$ cat config.mk
export PLATFORM = sky130hd
export DESIGN_NAME = ecg_offset_loop
export DESIGN_NICKNAME = d
export VERILOG_FILES = /design/src/rtl/ecg_loop_pkg.sv /design/src/rtl/ecg_sat_integ.sv /design/src/rtl/ecg_chan.sv /design/src/rtl/ecg_loop_ctrl.sv /design/src/rtl/ecg_offset_loop.sv
export SDC_FILE = /design/constraint.sdc
export NUM_CORES = 1
export LEC_CHECK = 0
export BUFFER_PORTS_ARGS = -buffer_cell sky130_fd_sc_hd__buf_2
export CAP_MARGIN = 20
export CELL_PAD_IN_SITES_DETAIL_PLACEMENT = 1
export CELL_PAD_IN_SITES_GLOBAL_PLACEMENT = 1
export CORE_MARGIN = 2
export CORE_UTILIZATION = 44
export DETAILED_ROUTE_END_ITERATION = 10
export PLACE_DENSITY_LB_ADDON = 0.1
export SKIP_CTS_REPAIR_TIMING = 1
export SLEW_MARGIN = 15
export SYNTH_ARGS = -nofsm -noshare
export SYNTH_HDL_FRONTEND = slang
export SYNTH_HIERARCHICAL = 1
export SYNTH_SLANG_ARGS = --single-unit
$ cat constraint.sdc
create_clock -name clk -period 3.35 [get_ports clk]
set_input_delay 0.1675 -clock clk [delete_from_list [all_inputs] [get_ports clk]]
set_output_delay 0.1675 -clock clk [all_outputs]
set_load 0.005 [all_outputs]
$ cat src/rtl/ecg_loop_pkg.sv
`timescale 1ns/1ps
package ecg_loop_pkg;
    typedef enum logic [1:0] {
        ST_IDLE  = 2'd0,
        ST_INTEG = 2'd1,
        ST_DRIVE = 2'd2
    } loop_st_e;
endpackage

$ cat src/rtl/ecg_sat_integ.sv
`timescale 1ns/1ps
// Saturating accumulator: adds a signed error scaled by 2^SH when enabled.
module ecg_sat_integ #(
    parameter int W  = 24,
    parameter int EW = 10,
    parameter int SH = 0
) (
    input  logic                 clk,
    input  logic                 rst,
    input  logic                 en,
    input  logic signed [EW-1:0] err,
    output logic signed [W-1:0]  acc
);
    localparam int SUMW = W + 1;
    localparam logic signed [SUMW-1:0] MAXV = {2'b00, {(W-1){1'b1}}};
    localparam logic signed [SUMW-1:0] MINV = {2'b11, {(W-1){1'b0}}};

    logic signed [SUMW-1:0] step;
    logic signed [SUMW-1:0] nxt;

    always_comb begin
        step = {{(SUMW-EW){err[EW-1]}}, err} <<< SH;
        nxt  = {acc[W-1], acc} + step;
    end

    always_ff @(posedge clk) begin
        if (rst) begin
            acc <= '0;
        end else if (en) begin
            if (nxt > MAXV)
                acc <= MAXV[W-1:0];
            else if (nxt < MINV)
                acc <= MINV[W-1:0];
            else
                acc <= nxt[W-1:0];
        end
    end
endmodule

$ cat src/rtl/ecg_chan.sv
`timescale 1ns/1ps
// One lead: error formation, window detect, two integrators, scaled correction.
module ecg_chan #(
    parameter int SMP_W   = 8,
    parameter int ACC_W   = 24,
    parameter int OUT_W   = 15,
    parameter int GAIN_SH = 4,
    parameter int FAST_SH = 3,
    parameter int DROP    = 9
) (
    input  logic                    clk,
    input  logic                    rst,
    input  logic                    upd,
    input  logic                    drv,
    input  logic [SMP_W-1:0]        sample,
    input  logic [SMP_W-1:0]        lim_lo,
    input  logic [SMP_W-1:0]        lim_hi,
    output logic [OUT_W-1:0]        corr,
    output logic signed [ACC_W-1:0] macc,
    output logic signed [ACC_W-1:0] gacc,
    output logic                    outside
);
    localparam int EW   = SMP_W + 2;
    localparam int CW0  = ACC_W + GAIN_SH + 3;
    localparam int CW   = (CW0 > OUT_W + 2) ? CW0 : OUT_W + 2;
    localparam logic signed [EW-1:0] MIDS = EW'(1 << (SMP_W - 1));
    localparam logic signed [CW-1:0] MIDV = CW'(1 << (OUT_W - 1));
    localparam logic signed [CW-1:0] TOPV = CW'((1 << OUT_W) - 1);

    logic signed [EW-1:0] err;
    logic signed [CW-1:0] tot;
    logic signed [CW-1:0] scl;
    logic signed [CW-1:0] cand;
    logic [OUT_W-1:0]     corr_nxt;

    always_comb begin
        err     = $signed({2'b00, sample}) - MIDS;
        outside = (sample <= lim_lo) || (sample >= lim_hi);
    end

    ecg_sat_integ #(.W(ACC_W), .EW(EW), .SH(0)) u_main (
        .clk (clk),
        .rst (rst),
        .en  (upd),
        .err (err),
        .acc (macc)
    );

    ecg_sat_integ #(.W(ACC_W), .EW(EW), .SH(FAST_SH)) u_fast (
        .clk (clk),
        .rst (rst),
        .en  (upd && outside),
        .err (err),
        .acc (gacc)
    );

    always_comb begin
        tot  = {{(CW-ACC_W){macc[ACC_W-1]}}, macc}
             + {{(CW-ACC_W){gacc[ACC_W-1]}}, gacc};
        scl  = tot <<< GAIN_SH;
        cand = (scl >>> DROP) + MIDV;
        if (cand < 0)
            corr_nxt = '0;
        else if (cand > TOPV)
            corr_nxt = TOPV[OUT_W-1:0];
        else
            corr_nxt = cand[OUT_W-1:0];
    end

    always_ff @(posedge clk) begin
        if (rst)
            corr <= MIDV[OUT_W-1:0];
        else if (drv)
            corr <= corr_nxt;
    end
endmodule

$ cat src/rtl/ecg_loop_ctrl.sv
`timescale 1ns/1ps
// Per-sample sequencer: accept, integrate, drive.
module ecg_loop_ctrl
    import ecg_loop_pkg::*;
(
    input  logic     clk,
    input  logic     rst,
    input  logic     valid,
    output loop_st_e st,
    output logic     accept,
    output logic     upd,
    output logic     drv
);
    loop_st_e st_nxt;

    always_ff @(posedge clk) begin
        if (rst)
            st <= ST_IDLE;
        else
            st <= st_nxt;
    end

    always_comb begin
        st_nxt = st;
        unique case (st)
            ST_IDLE:  if (valid) st_nxt = ST_INTEG;
            ST_INTEG: st_nxt = ST_DRIVE;
            ST_DRIVE: st_nxt = ST_IDLE;
            default:  st_nxt = ST_IDLE;
        endcase
    end

    always_comb begin
        accept = (st == ST_IDLE) && valid;
        upd    = (st == ST_INTEG);
        drv    = (st == ST_DRIVE);
    end
endmodule

$ cat src/rtl/ecg_offset_loop.sv
`timescale 1ns/1ps
module ecg_offset_loop
    import ecg_loop_pkg::*;
#(
    parameter int NCH     = 3,
    parameter int SMP_W   = 8,
    parameter int ACC_W   = 24,
    parameter int OUT_W   = 15,
    parameter int GAIN_SH = 4,
    parameter int FAST_SH = 3,
    parameter int DROP    = 9,
    parameter int LO_DEF  = 8,
    parameter int HI_DEF  = 247
) (
    input  logic                   clk,
    input  logic                   rst,
    input  logic                   samp_valid,
    input  logic [NCH*SMP_W-1:0]   samp_data,
    input  logic                   cfg_we,
    input  logic [SMP_W-1:0]       cfg_lo,
    input  logic [SMP_W-1:0]       cfg_hi,
    output logic [NCH*OUT_W-1:0]   corr
);
    loop_st_e             st;
    logic                 accept;
    logic                 upd;
    logic                 drv;
    logic [SMP_W-1:0]     lim_lo;
    logic [SMP_W-1:0]     lim_hi;
    logic [NCH*SMP_W-1:0] smp_q;
    logic [NCH*ACC_W-1:0] macc_all;
    logic [NCH*ACC_W-1:0] gacc_all;
    logic [NCH-1:0]       out_all;

    ecg_loop_ctrl u_ctrl (
        .clk    (clk),
        .rst    (rst),
        .valid  (samp_valid),
        .st     (st),
        .accept (accept),
        .upd    (upd),
        .drv    (drv)
    );

    always_ff @(posedge clk) begin
        if (rst) begin
            lim_lo <= SMP_W'(LO_DEF);
            lim_hi <= SMP_W'(HI_DEF);
        end else if (cfg_we) begin
            lim_lo <= cfg_lo;
            lim_hi <= cfg_hi;
        end
    end

    always_ff @(posedge clk) begin
        if (rst)
            smp_q <= '0;
        else if (accept)
            smp_q <= samp_data;
    end

    for (genvar k = 0; k < NCH; k++) begin : g_ch
        logic signed [ACC_W-1:0] macc_k;
        logic signed [ACC_W-1:0] gacc_k;

        ecg_chan #(
            .SMP_W   (SMP_W),
            .ACC_W   (ACC_W),
            .OUT_W   (OUT_W),
            .GAIN_SH (GAIN_SH),
            .FAST_SH (FAST_SH),
            .DROP    (DROP)
        ) u_ch (
            .clk     (clk),
            .rst     (rst),
            .upd     (upd),
            .drv     (drv),
            .sample  (smp_q[k*SMP_W +: SMP_W]),
            .lim_lo  (lim_lo),
            .lim_hi  (lim_hi),
            .corr    (corr[k*OUT_W +: OUT_W]),
            .macc    (macc_k),
            .gacc    (gacc_k),
            .outside (out_all[k])
        );

        assign macc_all[k*ACC_W +: ACC_W] = macc_k;
        assign gacc_all[k*ACC_W +: ACC_W] = gacc_k;
    end
endmodule

==> results.sh <==
export IMPL_status="complete, but fails checks"
export IMPL_violations="setup timing"
export IMPL_hold_depth=2
export IMPL_power_combinational_fraction=0.558
export IMPL_post_synthesis_async_set_or_reset_flop_share=0
export IMPL_synth_top_area_cell="dfxtp_1"
export IMPL_finalNetCount=3533
export IMPL_fmax_ghz=0.297
export IMPL_post_synth_main_area_contributors="dfxtp_1 19%, ha_1 13%, a211oi_2 5.4%"
export IMPL_dominantRegCellSynth="dfxtp_1"
export IMPL_grt_antenna_before_repair=5
export IMPL_layout_area_overhead_vs_synth_pct=20.4
export IMPL_final_fill_count=6468
export IMPL_n_antenna_cell=0
export IMPL_netlist_area_um2=24000
export IMPL_drt_antenna_violating_nets=0
export IMPL_drt_first_pass_iters=5
export IMPL_largest_net_degree_at_the_start_of_global_routing=48
export IMPL_cp_end_kind="register"
export IMPL_post_route_worst_setup_slack_ns=-0.0170
export IMPL_hold_path_end="smp_q[3]"
export IMPL_power_uw=14600
export IMPL_insertion_delay_ns=0.57
export IMPL_worst_r2r_setup_slack_ns=-0.02
export IMPL_timing_clock_skew_ns=0.0143
export IMPL_drt_iter0_drc=1142
export IMPL_fin_crit_ns=3.37
export IMPL_critPathKind="reg -> reg"
export IMPL_setup_viol=4
export IMPL_register_area_um2=4530
export IMPL_synthesis_nets=3255
export IMPL_power_switching_fraction=0.434
export IMPL_slew_violations=0
export IMPL_gp_congestion=0.902
export IMPL_ir_drop_mv=0.424
export IMPL_floorplan_io_pins=89
export IMPL_max_cap_viol_count=0
export IMPL_sinks_on_clock_net=225
export IMPL_gr_usage_all_layers=0.291
export IMPL_gate_count_of_the_mapped_netlist=2947
export IMPL_timing_hold_ws_ns=0.0352
export IMPL_worstMarginPinSlew_ns=0.996
export IMPL_top_area_cell_type_share_of_the_netlist_area=0.188
export IMPL_sum_of_net_half_perimeters_after_detailed_placement_mm=67.2
export IMPL_arrival_ns=3.85
export IMPL_place_inst=3823
export IMPL_reg2reg_from="g_ch[1].u_ch/u_fast/acc[1]"
export IMPL_total_leakage_power_uw=0.0124
export IMPL_slowest_stage="or4b_4"
export IMPL_hold_path_class="in -> reg"
export IMPL_rsz0062_at_grt="yes"
export IMPL_required_ns=3.83
export IMPL_synth_edff_count=0
export IMPL_p_seq_frac=0.228
export IMPL_final_period_utilization=1.01
export IMPL_clock_power_share=0.214
export IMPL_vias_in_the_first_global_route=24700
export IMPL_fp_dieW_um=238
export IMPL_synthesis_area_per_instance_um2=8.15
export IMPL_cts_reportedPaths_clkPinSlew_ns=0.06
export IMPL_report_final_hold_viol_count=0
export IMPL_wl_per_cell_um=22.0
export IMPL_ctsHtreeMaxLevel=1
export IMPL_slew_headroom=0.333
export IMPL_worst_path_largest_cell_delay_ns=0.56
export IMPL_chipHeight_um=238
export IMPL_final_layout_size_suffix_gt1_frac=0.263
export IMPL_io_buffers=88
export IMPL_tritoncts_clock_tree="done"
export IMPL_worstPathMaxFanout=7
export IMPL_clk_root_buffer_cell="clkbuf_16"
export IMPL_cell_area_power_density_nw_per_um2=505
export IMPL_floorplan_initialDensity=0.445
export IMPL_synth_cell_types=110
export IMPL_cts_buffers=29
export IMPL_remaining_drc_errors=0
export IMPL_hp_start="rst"
export IMPL_setup_worst_path_start_class="register"
export IMPL_synth_most_common_cell="nor2_1"
export IMPL_placeableCoreArea_um2=53900
export IMPL_most_numerous_cell_types_in_the_synthesized_netlist="313 x nor2_1, 258 x ha_1, 237 x a21oi_1"
export IMPL_r2r_worst_path_cells=13
export IMPL_seq_total_area_yosys=0.188
export IMPL_synth_warning_count=6
export IMPL_floorplan_rows=85
export IMPL_final_std_cells_w_o_fill=3943
export IMPL_floorplan_die_area_um2=56500
export IMPL_internal_power_uw=8260
export IMPL_rr_endpoint="g_ch[1].u_ch/corr[12]"
export IMPL_route_detailed_vias_per_inst=6.15
export IMPL_switching_power_uw=6340
export IMPL_crit_path_cell_trace="ha_4 > nand4_4 > buf_4 > a211oi_2 > nor2_1 > o311ai_4 > xor2_2 > ha_2 > and2_1 > a32oi_2 > or4b_4 > buf_12 > o211ai_1"
export IMPL_cts_buffer_depth=3
export IMPL_grt_pass1_wl_mm=134
export IMPL_routed_via_count=24300
export IMPL_timing_setup_tns_ns=-0.0476
export IMPL_wirelength_mm=86.7
export IMPL_utilization=0.536
export IMPL_yosys_register_bits=225
export IMPL_globalRoute_totalOverflow=0
export IMPL_multiInputGateArea_um2=18900
==> logic make-up (layout without fill, tap and decap cells) <==
family	count (synthesis)	after routing	share of synthesized area
compound gates	1026	1027	0.329
simple gates	877	877	0.181
fa+ha+maj	330	330	0.170
buf+inv	302	601	0.0608
flops	225	225	0.188
xor+xnor	134	134	0.0489
mux	53	53	0.0226
==> power by group through the flow <==
stage / Clock, µW / Sequential [µW] / Combinational (µW)
floorplan: 0 / 3200 / 5630
global placement: 0 / 3320 / 7420
detailed placement: 0 / 3330 / 7680
CTS: 3200 / 3280 / 7750
global route: 3310 / 3350 / 8870
finish: 3130 / 3330 / 8150
==> how the worst max path moves through the flow <==
stage	endpoint	from	slack (ns)
after detailed placement	g_ch[2].u_ch/corr[12]	g_ch[2].u_ch/u_fast/acc[1]	-0.22
after CTS	g_ch[2].u_ch/corr[4]	g_ch[2].u_ch/u_main/acc[14]	-0.26
after global placement	g_ch[0].u_ch/corr[12]	g_ch[0].u_ch/u_main/acc[11]	-0.1
after floorplan	g_ch[0].u_ch/corr[0]	g_ch[0].u_ch/u_main/acc[9]	0.01
final	g_ch[1].u_ch/corr[12]	g_ch[1].u_ch/u_fast/acc[1]	-0.02
after global routing	g_ch[1].u_ch/corr[12]	g_ch[1].u_ch/u_main/acc[5]	-0.14
==> cells in the final DEF (no fill, tap or decap), drive strengths merged, types with 18 or more instances in the layout <==
cell type and count:
nor2b 37, xor2 65, nor3 53, o21ai 150, a21o 77, a31oi 34
and3 26, dlygate4sd3 41, nand4 39, o211ai 69, mux2i 46, or3 19
a32oi 20, maj3 66, nand3 74, and2 30, o21bai 21, buf 361
nor2 313, a21oi 242, a211oi 139, xnor2 69, nand2b 37, a211o 24
inv 143, nand2 175, ha 258, nor3b 18, a22oi 30, clkbuf 43
dfxtp 225, o2111ai 21, o221a 18, o21a 34
==> routing by layer <==
metal  share of wire  vias to the layer above  global-route usage
li1                -                    11600                   -
met3           0.037                      172              0.0391
met2            0.48                      461               0.513
met4           0.037                       10              0.0989
met1            0.44                    12000               0.364
met5         0.00066                        -                   0
==> worst max-delay path, delay by kind of cell, from the launching register on <==
kind	cells	cell delay, ns
adders and majority gates	2	0.50
AOI/OAI and AO/OA	4	0.83
buffers and inverters	2	0.33
DFF	1	0.36
xor gates and xnor gates	1	0.23
and+or+nand+nor	4	1.02
==> stage by stage <==
step                      instance area, µm²  worst slack [ns]
final                                  28900           -0.0170
after global placement                 26500           -0.0971
after floorplan                        24000            0.0141
after CTS                              27400            -0.261
after global routing                   28900            -0.143
after detailed placement               26500            -0.216
==> sequential cells by signal, summed over array words and instances, names as in the netlist <==
| signal | count |
|---|---|
| g_ch.u_ch/u_main/acc | 72 |
| lim_hi | 8 |
| u_ctrl/st | 2 |
| g_ch.u_ch/u_fast/acc | 66 |
| g_ch.u_ch/corr | 45 |
| smp_q | 24 |
| lim_lo | 8 |
==> layout make-up <==
class | instances | area share
clock buffer | 42 | 0.0292
clock inverter | 11 | 0.00307
inverter | 145 | 0.0188
multi-input combinational | 2421 | 0.655
sequential | 225 | 0.157
tap | 696 | 0.0301
timing repair buffer | 403 | 0.107
No activity file was read; power rests on OpenSTA's default activity.
